[config.mk]
export PLATFORM = sky130hd
export DESIGN_NAME = eint_sense_top
export DESIGN_NICKNAME = d
export VERILOG_FILES = /design/src/rtl/eint_pkg.sv /design/src/rtl/eint_control.sv /design/src/rtl/eint_channel.sv /design/src/rtl/eint_datapath.sv /design/src/rtl/eint_sense_top.sv
export SDC_FILE = /design/constraint.sdc
export NUM_CORES = 1
export LEC_CHECK = 0
export BUFFER_PORTS_ARGS = -buffer_cell sky130_fd_sc_hd__buf_4
export CORE_MARGIN = 1
export CORE_UTILIZATION = 35
export CTS_BUF_LIST = sky130_fd_sc_hd__clkbuf_8
export DETAILED_ROUTE_END_ITERATION = 16
export PLACE_DENSITY_LB_ADDON = 0.3
export RECOVER_POWER = 25
export SLEW_MARGIN = 20
export SYNTH_ARGS = -nofsm -noshare
export SYNTH_HDL_FRONTEND = slang
export SYNTH_SLANG_ARGS = --single-unit
[constraint.sdc]
create_clock -name clk -period 1.3 [get_ports clk]
set_input_delay 0.26 -clock clk [delete_from_list [all_inputs] [get_ports clk]]
set_output_delay 0.26 -clock clk [all_outputs]
set_load 0.01 [all_outputs]
[src/rtl/eint_pkg.sv]
package eint_pkg;

  // Sense codes; encoding is visible to software at the mode register
  typedef enum logic [1:0] {
    SENSE_LOW  = 2'b00,
    SENSE_ANY  = 2'b01,
    SENSE_FALL = 2'b10,
    SENSE_RISE = 2'b11
  } senseE;

  // Strobes from the register decode to the datapath
  typedef struct packed {
    logic wrMode;
    logic wrMask;
    logic wrFlag;
    logic rdMode;
    logic rdMask;
    logic rdFlag;
  } regStrobeS;

  localparam int ADDR_MODE = 0;
  localparam int ADDR_MASK = 1;
  localparam int ADDR_FLAG = 2;

endpackage

[src/rtl/eint_control.sv]
module eint_control
  import eint_pkg::*;
#(
  parameter int ADDR_W = 2
) (
  input  logic [ADDR_W-1:0] regAddr,
  input  logic              regWrEn,
  output regStrobeS         strobe
);

  logic hitMode;
  logic hitMask;
  logic hitFlag;

  assign hitMode = (regAddr == ADDR_W'(ADDR_MODE));
  assign hitMask = (regAddr == ADDR_W'(ADDR_MASK));
  assign hitFlag = (regAddr == ADDR_W'(ADDR_FLAG));

  always_comb begin
    strobe        = '0;
    strobe.rdMode = hitMode;
    strobe.rdMask = hitMask;
    strobe.rdFlag = hitFlag;
    strobe.wrMode = regWrEn & hitMode;
    strobe.wrMask = regWrEn & hitMask;
    strobe.wrFlag = regWrEn & hitFlag;
  end

  always_comb begin
    AST_ONE_READ_SEL: assert ($onehot0({strobe.rdMode, strobe.rdMask, strobe.rdFlag}));
  end

endmodule

[src/rtl/eint_channel.sv]
module eint_channel
  import eint_pkg::*;
#(
  parameter int SYNC_STAGES = 2
) (
  input  logic  clk,
  input  logic  rstN,
  input  logic  pinIn,
  input  senseE mode,
  input  logic  maskBit,
  input  logic  globalEn,
  input  logic  clrReq,
  output logic  flagOut,
  output logic  reqOut
);

  logic [SYNC_STAGES-1:0] syncChain;
  logic syncNow;
  logic prevQ;
  logic edgeHit;
  logic isLevel;
  logic flagQ;

  generate
    if (SYNC_STAGES > 1) begin : g_multi
      always_ff @(posedge clk or negedge rstN) begin
        if (!rstN) syncChain <= '0;
        else       syncChain <= {syncChain[SYNC_STAGES-2:0], pinIn};
      end
    end else begin : g_single
      always_ff @(posedge clk or negedge rstN) begin
        if (!rstN) syncChain <= '0;
        else       syncChain <= pinIn;
      end
    end
  endgenerate

  assign syncNow = syncChain[SYNC_STAGES-1];

  always_ff @(posedge clk or negedge rstN) begin
    if (!rstN) prevQ <= 1'b0;
    else       prevQ <= syncNow;
  end

  assign isLevel = (mode == SENSE_LOW);

  always_comb begin
    unique case (mode)
      SENSE_ANY:  edgeHit = syncNow ^ prevQ;
      SENSE_FALL: edgeHit = prevQ & ~syncNow;
      SENSE_RISE: edgeHit = ~prevQ & syncNow;
      default:    edgeHit = 1'b0;
    endcase
  end

  // Level mode keeps the flag empty; a new edge beats any clear
  always_ff @(posedge clk or negedge rstN) begin
    if (!rstN)        flagQ <= 1'b0;
    else if (isLevel) flagQ <= 1'b0;
    else if (edgeHit) flagQ <= 1'b1;
    else if (clrReq)  flagQ <= 1'b0;
  end

  assign flagOut = flagQ & ~isLevel;
  assign reqOut  = maskBit & globalEn & (isLevel ? ~syncNow : flagQ);

  AST_LEVEL_FLAG_ZERO: assert property (@(posedge clk) disable iff (!rstN)
    isLevel |=> !flagQ);
  AST_LEVEL_REQ: assert property (@(posedge clk) disable iff (!rstN)
    (isLevel && maskBit && globalEn && !syncNow) |-> reqOut);
  AST_REQ_GATED: assert property (@(posedge clk) disable iff (!rstN)
    reqOut |-> (maskBit && globalEn));
  AST_SET_WINS: assert property (@(posedge clk) disable iff (!rstN)
    (edgeHit && !isLevel) |=> flagQ);
  AST_CLEAR_TAKES: assert property (@(posedge clk) disable iff (!rstN)
    (clrReq && !edgeHit) |=> !flagQ);
  AST_FLAG_HOLD: assert property (@(posedge clk) disable iff (!rstN)
    (!edgeHit && !clrReq && !isLevel) |=> (flagQ == $past(flagQ)));
  AST_RISE_NEEDS_EDGE: assert property (@(posedge clk) disable iff (!rstN)
    $rose(flagQ) |-> $past(edgeHit));

endmodule

[src/rtl/eint_datapath.sv]
module eint_datapath
  import eint_pkg::*;
#(
  parameter int NUM_CH      = 2,
  parameter int SYNC_STAGES = 2
) (
  input  logic                clk,
  input  logic                rstN,
  input  regStrobeS           strobe,
  input  logic [2*NUM_CH-1:0] regWrData,
  input  logic [NUM_CH-1:0]   pinIn,
  input  logic                globalEn,
  input  logic [NUM_CH-1:0]   ackIn,
  output logic [2*NUM_CH-1:0] regRdData,
  output logic [NUM_CH-1:0]   irqReq
);

  localparam int MODE_W = 2 * NUM_CH;

  logic [MODE_W-1:0] modeBits;
  logic [NUM_CH-1:0] maskReg;
  logic [NUM_CH-1:0] flagVec;
  logic [NUM_CH-1:0] clrVec;

  always_ff @(posedge clk or negedge rstN) begin
    if (!rstN) begin
      modeBits <= '0;
      maskReg  <= '0;
    end else begin
      if (strobe.wrMode) modeBits <= regWrData;
      if (strobe.wrMask) maskReg  <= regWrData[NUM_CH-1:0];
    end
  end

  generate
    for (genvar c = 0; c < NUM_CH; c++) begin : g_ch
      assign clrVec[c] = (strobe.wrFlag & regWrData[c]) | ackIn[c];

      eint_channel #(
        .SYNC_STAGES(SYNC_STAGES)
      ) u_ch (
        .clk      (clk),
        .rstN     (rstN),
        .pinIn    (pinIn[c]),
        .mode     (senseE'(modeBits[2*c +: 2])),
        .maskBit  (maskReg[c]),
        .globalEn (globalEn),
        .clrReq   (clrVec[c]),
        .flagOut  (flagVec[c]),
        .reqOut   (irqReq[c])
      );
    end
  endgenerate

  always_comb begin
    regRdData = '0;
    if (strobe.rdMode) regRdData = modeBits;
    if (strobe.rdMask) regRdData[NUM_CH-1:0] = maskReg;
    if (strobe.rdFlag) regRdData[NUM_CH-1:0] = flagVec;
  end

  AST_MASK_WRITE: assert property (@(posedge clk) disable iff (!rstN)
    strobe.wrMask |=> (maskReg == $past(regWrData[NUM_CH-1:0])));
  AST_MODE_STABLE: assert property (@(posedge clk) disable iff (!rstN)
    !strobe.wrMode |=> $stable(modeBits));

endmodule

[src/rtl/eint_sense_top.sv]
module eint_sense_top
  import eint_pkg::*;
#(
  parameter int NUM_CH      = 2,
  parameter int SYNC_STAGES = 2,
  parameter int ADDR_W      = 2
) (
  input  logic                clk,
  input  logic                rstN,
  input  logic [NUM_CH-1:0]   pinIn,
  input  logic                globalEn,
  input  logic [NUM_CH-1:0]   ackIn,
  input  logic [ADDR_W-1:0]   regAddr,
  input  logic                regWrEn,
  input  logic [2*NUM_CH-1:0] regWrData,
  output logic [2*NUM_CH-1:0] regRdData,
  output logic [NUM_CH-1:0]   irqReq
);

  regStrobeS strobe;

  eint_control #(
    .ADDR_W(ADDR_W)
  ) u_ctrl (
    .regAddr (regAddr),
    .regWrEn (regWrEn),
    .strobe  (strobe)
  );

  eint_datapath #(
    .NUM_CH      (NUM_CH),
    .SYNC_STAGES (SYNC_STAGES)
  ) u_dp (
    .clk       (clk),
    .rstN      (rstN),
    .strobe    (strobe),
    .regWrData (regWrData),
    .pinIn     (pinIn),
    .globalEn  (globalEn),
    .ackIn     (ackIn),
    .regRdData (regRdData),
    .irqReq    (irqReq)
  );

  AST_RESET_QUIET: assert property (@(posedge clk) disable iff (!rstN)
    $rose(rstN) |-> (irqReq == '0));

endmodule

# == After elaboration in Yosys (flattened, before gate mapping) ==
# Cells that the tools add are included.
# totals
input_bits,14
ff_bits,14
output_inout_bits,6
# classes
n_mux,13
n_eq_ne,8
bitwise_logic,25
n_reduce_logical,5
# op_table
op,n
AND 1 bit,15
equality test 2 bit (second input constant),5
two-way mux 1 bit,8
equality test 2 x 1 -> 1 bit (second input constant),3
logical NOT 2 bit,3
NOT 1 bit,6
one-hot mux 1 bit (3 select lines),2
nonzero test 3 bit,2
two-way mux 2 bit,2
two-way mux 4 bit,1
bitwise OR 1 bit,2
XOR 1 bit,2

# == Logic depth before layout (Yosys ltp) ==
# Gate-level depths: netlist of run 1.
# depth
ltp_word,7
ltp_mapped,5
mapped_depth_nobuf,5

# == By module ==
# A second synthesis of run 1 with hierarchy kept.
# unflattened
hier_cells,65
area_unflattened_um2,739.5
# modules_own_cells
mod,n_inst,cells_each,area_per_inst_um2
eint_channel,2,16,191.4
eint_datapath,1,24,292.8
eint_control,1,9,63.8

# == Worst setup path after synthesis of run 1 ==
# OpenSTA, ideal clock, no wires.
# synth_path
kind,register -> output
startpoint,register u_dp.modeBits[3]
endpoint,output irqReq[1]
slack_ps,-29
arrival_time_ps,1069
path_stages_with_launch,5
n_path_buf,1
required_time_ps,1040
path_cell_list,dfrtp_1 -> o21ai_0 -> o31ai_1 -> and3_1 -> buf_4
# synth_via
elab_chain_len,3
# synth_lines
element,line_no,source
start: declaration,eint_datapath.sv:20,logic [MODE_W-1:0] modeBits;
start signal: assignment,eint_datapath.sv:30,if (strobe.wrMode) modeBits <= regWrData;
logical NOT 2 bit,eint_channel.sv:45,assign isLevel = (mode == SENSE_LOW);
two-way mux 1 bit,eint_channel.sv:65,assign reqOut = maskBit & globalEn & (isLevel ? ~syncNow : flagQ);
AND 1 bit,eint_channel.sv:65,
end: declaration,eint_sense_top.sv:17,output logic [NUM_CH-1:0] irqReq
# No other way between the ends.

# == Worst setup path after layout of run 1 ==
# layout_path
startpoint,register u_dp.modeBits[1]
endpoint,output irqReq[0]
# The elaborated chain is that of the path after synthesis.

==> results of run 1 <==
-- area by class of cell --
type	count	area [sq um]	area share, %
Timing Repair Buffer	40	321.6	28.49
Tap cell	25	31.28	2.772
Clock buffer	3	41.29	3.659
Sequential cell	14	350.3	31.04
Multi-Input combinational cell	39	362.8	32.15
Inverter	5	21.27	1.885
-- cells in the final DEF, fill, tap and decap left out, types with 3 or more instances in the layout --
cell,instances
clkbuf_8,3
mux2_2,6
nor2_1,3
buf_6,6
buf_4,30
inv_1,4
dfrtp_1,14
mux2i_1,3
-- path summary, 6_finish.rpt --
| kind | start | end | slack [ns] | cells past startpoint |
|---|---|---|---|---|
| setup / recovery | u_dp.modeBits[1] | irqReq[0] | -0.21 | 4 |
| hold / removal | pinIn[0] | u_dp.g_ch[0].u_ch.syncChain[0] | 0.14 | 1 |
| setup reg to reg | u_dp.g_ch[1].u_ch.syncChain[1] | u_dp.g_ch[1].u_ch.flagQ | -0.04 | 6 |
| hold reg to reg | u_dp.g_ch[1].u_ch.syncChain[0] | u_dp.g_ch[1].u_ch.syncChain[1] | 0.35 | 0 |
| max in group asynchronous | rstN | u_dp.g_ch[0].u_ch.flagQ | 0.19 | 2 |
| min in group asynchronous | rstN | u_dp.g_ch[1].u_ch.prevQ | 0.62 | 2 |
-- timing repair --
action                                  in CTS  in global routing
hold buffers                                 1                  0
pin swaps                                    4                  3
cloned                                       0                  0
setup buffers                                6                  7
endpoints found under the setup margin       6                  8
hold endpoints to repair                    14                  0
resized for setup                           13                  9
-- cell families (layout without fill, tap and decap cells) --
kind of cell	Yosys count	in the layout
AND/OR/NAND/NOR	15	15
AO/OA/AOI/OAI	10	10
flip-flops	14	14
adder cells (fa/ha/maj)	4	4
buffers and inverters	8	48
multiplexers	10	10
-- state kept, by name, indices dropped and copies added, names as in the netlist --
| signal | flops |
|---|---|
| u_dp.g_ch.u_ch.flagQ | 2 |
| u_dp.g_ch.u_ch.prevQ | 2 |
| u_dp.g_ch.u_ch.syncChain | 4 |
| u_dp.modeBits | 4 |
| u_dp.maskReg | 2 |
-- stage by stage --
stage	instance area [sq um]	worst slack (ns)	power [W]
6_report	1129	-0.2102	0.001370
5_1_grt	1129	-0.2793	0.001434
4_1_cts	1066	-0.1846	0.001309
3_5_place_dp	922.1	-0.02121	0.0008767
3_3_place_gp	922.1	0.005546	0.0008652
2_1_floorplan	706.9	0.05540	0.0007167
-- Yosys cell counts, drive strengths merged, types with 3 or more instances --
library cell and instances:
mux2 7, mux2i 3, buf 3, nor2 4, ha 4, and2 3, inv 5, dfrtp 14
-- power groups by stage --
stage / registers (W) / logic [W] / clock network, W
after floorplan: 0.000547 / 0.000169 / 0
after detailed placement: 0.000552 / 0.000325 / 0
after global routing: 0.000555 / 0.000503 / 0.000377
final: 0.000548 / 0.000463 / 0.000359
after CTS: 0.000541 / 0.000412 / 0.000357
after global placement: 0.000550 / 0.000315 / 0
-- critical path: cells and delay by family, from the launching register on --
kind,cells,cell delay [ns]
flip-flops,1,0.40
buffers and inverters,1,0.11
multiplexers,1,0.18
AND/OR/NAND/NOR,2,0.31
-- layer usage --
| layer | track usage, % | vias to the layer above |
|---|---|---|
| met5 | 0 | - |
| met4 | 10.86 | 0 |
| met3 | 4.231 | 7 |
| met2 | 28.33 | 16 |
| met1 | 23.91 | 299 |
| li1 | - | 293 |
==> reports/metrics.yaml, run 1 <==
crit_slowest_cell: "dfrtp_1"
die-height_um: 46.94
cts_max_level: 1
cp_slowest_stage_delay_ns: 0.40
post-route-min-period_ns: 1.510
cts_sinks: 14
synth_edf_count: 0
synthAdderAreaFrac_pct: 7.080
dieWidth_um: 46.94
final_util_pct: 62.64
wl_met3_um: 76
gp_congestion: 0.7524
port_buffers: 19
yosys.area.top_type: "dfrtp_1"
row_count: 15
clk_pin_slew_ns: 0.06
antenna_found_initial: 0
die-area_sq_um: 2203
p_sw_share_pct: 28.20
avgRoutedWirePerCell_um: 14.40
hp-class: "in2reg"
cts_tree: "yes"
synth_cell_type_count: 23
final_cells: 126
fp.coreArea_sq_um: 1802
vias: 615
start_util_pct: 39.24
critPathArrivalTime_ns: 1.25
netlist_instances: 61
grt_first_pass_wirelength_mm: 2.684
drcViolationCount: 0
hold_violations: 0
cp_max_fo: 3
cap_viol_max_count: 0
rsz0062_at_grt: "true"
violations: "setup timing"
clkPwrFrac_pct: 26.2
fin_nets: 121
async_flop_share_pct: 100.0
status: "finished with violations"
p_switching_w: 0.0003864
ys_ff_latch: 14
p_leak_nw: 0.5577
crit_path_end_kind: "output pin"
n_fill_cell: 159
synthToLayoutAreaGrowth_pct: 59.65
critPathRequiredTime_ns: 1.04
critPathLaunchType: "flop"
synth_ff_type: "dfrtp_1"
ys_seq_area_share_pct: 49.56
synth_top_area_share_pct: 49.56
fin_crit_sh_pct: 116.2
root_buffer: "clkbuf_8"
met1Wirelength_um: 820
cts_buffers: 3
synth_compound_area_share_pct: 9.558
ys_warn_count: 0
tightestPinTransition_ns: 0.7971
critPathKind: "reg2out"
muxShareOfSynthArea_pct: 15.40
diodes: 0
synth-xor-area-share_pct: 0
dp.cells: 111
timing.slew.headroom_pct: 46.86
highest_layer: "met4"
clk_path_buf_depth: 2
drv_slew: 0
clk_latency_ns: 0.24
grt_max_degree: 15
wirelength_mm: 1.814
synth_top_family_by_area: "multiplexers"
grtUsageTotal_pct: 18.49
drt_iter0_drc: 11
crit_chain: "nor2_2 > mux2i_1 > and3_1 > buf_4"
grt_pass1_vias: 598
setup_ws_ns: -0.2102
synth_area_sq_um: 706.9
worst_clock_skew_ns: 0.0003414
power.share.sequential_pct: 40.0
setup_tns_ns: -0.7293
ant_nets: 0
fmax_mhz: 662.2
firstDrtPassIters: 2
drive_gt1_share_pct: 56.44
peakVddDrop_v: 0.0006294
yosys.area_share.simple_pct: 12.04
netlist_top_cells_area: "dfrtp_1 (50%), mux2_2 (11%), ha_1 (7.1%), mux2i_1 (4.2%), inv_1 (2.7%)"
io_pins: 20
power_per_cell_area_nw_per_um2: 1214
internal-power_w: 0.0009836
grt-ovfl-total: 0
drt-vias-per-instance: 4.881
setup_violations: 7
syn_avg_cell_area_sq_um: 11.59
synthesis.nets: 79
timing.hold.ws_ns: 0.1404
dr_wl_met2_um: 873
pwr-share-comb_pct: 33.8
No activity file was read; power rests on OpenSTA's default activity.
==> run 2: changes to the inputs <==
CORE_UTILIZATION = 41   (was 35)
SKIP_CTS_REPAIR_TIMING = 1   (was unset)
==> reports/metrics.yaml, run 2 (synthesized netlist as in run 1, its figures left out) <==
grt_pass1_vias: 530  # -11%
firstDrtPassIters: 10  # +8
timing.slew.headroom_pct: 81.51  # +35 points
drt_iter0_drc: 17  # +6
synthToLayoutAreaGrowth_pct: 54.34
clk_latency_ns: 0.24  # about the same
grtUsageTotal_pct: 16.92  # -1.6 points
final_cells: 112  # -11%
hpwl_mm: 1.092
cts_buffers: 3  # unchanged
setup_violations: 7  # unchanged
gr-usage-met2_pct: 26.97  # -1.4 points
drv_slew: 0  # unchanged
grt-ovfl-total: 0  # unchanged
clk_path_buf_depth: 2  # unchanged
status: "finished with violations"
grtUsageMet3_pct: 2.500  # -1.7 points
dp_slack_ns: -0.006327  # +0.01488 ns
reg_top3: "u_dp.g_ch.u_ch.syncChain x4, u_dp.modeBits x4"
fmax_mhz: 654.9  # -1.1%
drcViolationCount: 4  # +4
grt_most_used_layer: "met2"
tightestPinTransition_ns: 0.2764  # -0.5206 ns
cp_slowest_stage_delay_ns: 0.40  # about the same
crit_path_end_kind: "output pin"
crit_buf_inv: 1  # unchanged
dieWidth_um: 43.53  # -7.3%
violations: "DRC, setup timing"
drt-vias-per-instance: 5.330  # +9.2%
gp_congestion: 0.7297  # -3.0%
final_cell_mix: "buf_4 (25), dfrtp_1 (12), mux2_2 (6), buf_6 (6), inv_1 (5)"
cts_max_level: 1  # unchanged
port_buffers: 19  # unchanged
crit_slowest_cell: "dfrtp_1"
cap_viol_max_count: 0  # unchanged
clk_pin_slew_ns: 0.06  # about the same
wirelength_mm: 1.594  # -12%
row_count: 14  # -1
p_leak_nw: 0.5399  # -3.2%
cts_sinks: 14  # unchanged
path_delay_family: "flip-flops"
peakVddDrop_v: 0.0009268  # +47%
rsz0062_at_grt: "true"
hold_violations: 0  # unchanged
critPathArrivalTime_ns: 1.27  # +0.02 ns
drive_gt1_share_pct: 58.33  # +1.9 points
antenna_found_initial: 0  # unchanged
fp.coreArea_sq_um: 1559  # -13%
dp.cells: 100  # -9.9%
layout_commonest_cell: "buf_4"
final_util_pct: 69.98  # +7.3 points
grt_first_pass_wirelength_mm: 2.277  # -15%
avgRoutedWirePerCell_um: 14.23  # -1.1%
ant_nets: 0  # unchanged
start_util_pct: 45.35  # +6.1 points
grt_util_met1_pct: 22.16  # -1.8 points
critPathLaunchType: "flop"
hp-class: "in2reg"
die-height_um: 43.53  # -7.3%
fin_crit_sh_pct: 117.5  # +1.3 points
vias: 597  # -2.9%
diodes: 0  # unchanged
power_per_cell_area_nw_per_um2: 1296  # +6.7%
post-route-min-period_ns: 1.527  # +0.01675 ns
cts_tree: "yes"
io_pins: 20  # unchanged
critPathKind: "reg2out"
grt_max_degree: 15  # unchanged
root_buffer: "clkbuf_8"
critPathRequiredTime_ns: 1.04  # about the same
die-area_sq_um: 1894  # -14%
fin_nets: 115  # -5.0%
worst_clock_skew_ns: 0.003149  # +0.002808 ns
crit_chain: "nor2_2 > mux2i_1 > and3_1 > buf_4"
cp_max_fo: 3  # unchanged
setup_ws_ns: -0.2269  # -0.01675 ns
==> run 2: cell types whose count changed in the layout (fill, tap and decap cells not counted), moves of 2 or more <==
cell | previous run | this run
dfrtp_2 | 0 | 2
o31ai_2 | 0 | 2
buf_4 | 30 | 25
o31ai_1 | 2 | 0
dfrtp_1 | 14 | 12
==> run 2: per-stage QoR <==
step	hold slack, ns	area, sq um	power [W]	setup TNS (ns)
final	0.1457	1091	0.001414	-0.8813
after global routing	0.1407	1091	0.001483	-1.165
after CTS	-0.1496	950.9	0.001297	-0.8389
after detailed placement	0.1151	895.9	0.0008740	-0.006327
after global placement	0.1159	895.9	0.0008577	0
after floorplan	-0.03559	706.9	0.0007167	0
==> run 2: layout make-up <==
cell class	count	area, sq um
Clock buffer	4	55.05
Multi-Input combinational cell	39	364.1
Inverter	5	18.77
Timing Repair Buffer	34	280.3
Sequential cell	14	352.8
Tap cell	16	20.02
Fill cell	108	467.9
==> run 2: layer usage <==
layer  wire (um)  part of all wire (%)  up-vias
met2         807                    51       18
li1            -                     -      284
met3          56                   3.5        2
met4          18                   1.1        0
met5           0                     0        -
met1         711                    45      293
==> run 2: where the power goes <==
group / switching [W] / internal, W
sequential: 0.0000617 / 0.000502
clock: 0.000147 / 0.000268
combinational: 0.000167 / 0.000268
total: 0.000375 / 0.00104
==> run 2: final timing paths <==
check	start	to	slack, ns	cells after the start
max in group asynchronous	rstN	u_dp.modeBits[3]	0.71	2
worst min register to register	u_dp.g_ch[1].u_ch.syncChain[0]	u_dp.g_ch[1].u_ch.syncChain[1]	0.35	0
worst max register to register	u_dp.g_ch[1].u_ch.syncChain[1]	u_dp.g_ch[1].u_ch.flagQ	-0.03	5
worst min-delay path	pinIn[0]	u_dp.g_ch[0].u_ch.syncChain[0]	0.15	1
worst max-delay path	u_dp.modeBits[1]	irqReq[0]	-0.23	4
min in group asynchronous	rstN	u_dp.g_ch[0].u_ch.syncChain[0]	0.41	2
==> run 3: changes to the inputs <==
CELL_PAD_IN_SITES_DETAIL_PLACEMENT = 1   (was unset)
CELL_PAD_IN_SITES_GLOBAL_PLACEMENT = 2   (was unset)
CORE_UTILIZATION = 30   (was 41)
==> reports/metrics.yaml, run 3 (synthesized netlist as in run 1, its figures left out) <==
drcViolationCount: 0  # -4
reg2reg_from: "u_dp.g_ch[1].u_ch.syncChain[1]"
final_cell_mix: "buf_4 (21), dfrtp_1 (13), mux2_2 (6), inv_1 (5), buf_6 (5)"
gp_congestion: 0.6915  # -5.2%
root_buffer: "clkbuf_8"
crit_chain: "o31ai_1 > and3_1 > buf_6"
peakVddDrop_v: 0.0007770  # -16%
drt-vias-per-instance: 4.692  # -12%
crit_start: "u_dp.g_ch[1].u_ch.syncChain[1]"
drt_iter0_drc: 0  # -17
rsz0062_at_grt: "true"
clk_pin_slew_ns: 0.06  # about the same
antenna_found_initial: 0  # unchanged
cts_sinks: 14  # unchanged
cts_max_level: 1  # unchanged
critPathRequiredTime_ns: 1.04  # about the same
final_cells: 120  # +7.1%
grt-ovfl-total: 0  # unchanged
cts_buffers: 3  # unchanged
hold_violations: 0  # unchanged
final_util_pct: 48.42  # -22 points
grtUsageTotal_pct: 13.25  # -3.7 points
critPathArrivalTime_ns: 1.26  # about the same
reg_top3: "u_dp.g_ch.u_ch.syncChain x4, u_dp.modeBits x4"
grt_first_pass_wirelength_mm: 2.421  # +6.3%
min_from: "pinIn[1]"
fmax_mhz: 655.8  # +0.14%
crit_slowest_cell: "dfrtp_1"
clk_latency_ns: 0.24  # about the same
power_per_cell_area_nw_per_um2: 1291  # -0.34%
r2r_slack_ns: -0.04  # about the same
setup_tns_ns: -0.8809  # +0.0004420 ns
dp.cells: 110  # +10%
synthToLayoutAreaGrowth_pct: 51.50
cts_tree: "yes"
fin_nets: 111  # -3.5%
die-height_um: 50.55  # +16%
crit_path_end_kind: "output pin"
grt_max_degree: 15  # unchanged
setup_ws_ns: -0.2248  # +0.002154 ns
die-area_sq_um: 2555  # +35%
diodes: 0  # unchanged
critPathLaunchType: "flop"
start_util_pct: 31.96  # -13 points
cap_viol_max_count: 0  # unchanged
ant_nets: 0  # unchanged
io_pins: 20  # unchanged
hp-class: "in2reg"
vias: 563  # -5.7%
tightestPinTransition_ns: 0.7458  # +0.4693 ns
fp.coreArea_sq_um: 2212  # +42%
hpwl_mm: 1.143  # +4.7%
wirelength_mm: 1.630  # +2.3%
setup_violations: 5  # -2
dieWidth_um: 50.55  # +16%
fin_crit_sh_pct: 117.3  # -0.17 points
cp_slowest_stage_delay_ns: 0.42  # +0.02 ns
violations: "setup timing"
layout_commonest_cell: "buf_4"
grt_pass1_vias: 547  # +3.2%
cp_max_fo: 4  # +1
drv_slew: 0  # unchanged
firstDrtPassIters: 1  # -9
timing.hold.ws_ns: 0.1460  # +0.0003010 ns
status: "finished with violations"
p_leak_nw: 0.5176  # -4.1%
clk_path_buf_depth: 2  # unchanged
worst_clock_skew_ns: 0.002745  # -0.0004047 ns
drive_gt1_share_pct: 51.09  # -7.2 points
port_buffers: 19  # unchanged
post-route-min-period_ns: 1.525  # -0.002154 ns
critPathKind: "reg2out"
row_count: 17  # +3
avgRoutedWirePerCell_um: 13.58  # -4.6%
timing.slew.headroom_pct: 50.28  # -31 points
run 3: metrics by stage:
step / setup slack, ns / instance area [sq um] / total power, W
after floorplan: 0.05540 / 706.9 / 0.0007167
after global placement: -0.04756 / 895.9 / 0.0008652
after detailed placement: -0.06666 / 895.9 / 0.0008732
after CTS: -0.2837 / 950.9 / 0.001291
after global routing: -0.2980 / 1071 / 0.001470
final: -0.2248 / 1071 / 0.001383
run 3: where the power goes:
group          leakage [nW]  switching, W  internal [W]  total, W
combinational         0.325      0.000171      0.000243  0.000414
sequential            0.164     0.0000572      0.000501  0.000558
clock                0.0288      0.000143      0.000268  0.000411
run 3: worst max-delay path, delay by kind of cell, from the launching register on:
family	cells	cell delay, ns
AO/OA/AOI/OAI	1	0.28
buffers and inverters	1	0.11
flip-flops	1	0.42
AND/OR/NAND/NOR	1	0.22
run 3: final timing paths:
| kind | endpoint | depth (start not counted) |
|---|---|---|
| max in group asynchronous | u_dp.modeBits[2] | 2 |
| worst max-delay path | irqReq[1] | 3 |
| worst max register to register | u_dp.g_ch[1].u_ch.flagQ | 5 |
| worst min register to register | u_dp.g_ch[0].u_ch.syncChain[1] | 0 |
| worst min-delay path | u_dp.g_ch[1].u_ch.syncChain[0] | 1 |
| min in group asynchronous | u_dp.g_ch[1].u_ch.flagQ | 2 |
run 3: metal layers:
layer	global-route usage, %	routed length (um)
met1	16.22	709
met2	21.78	838
met3	2.727	73
met5	0	0
met4	6.944	8
run 3: layout make-up:
| class | count | area [sq um] |
|---|---|---|
| Inverter | 5 | 18.77 |
| Multi-Input combinational cell | 39 | 367.9 |
| Tap cell | 28 | 35.03 |
| Fill cell | 260 | 1141 |
| Clock buffer | 4 | 55.05 |
| Timing Repair Buffer | 30 | 242.7 |
| Sequential cell | 14 | 351.6 |
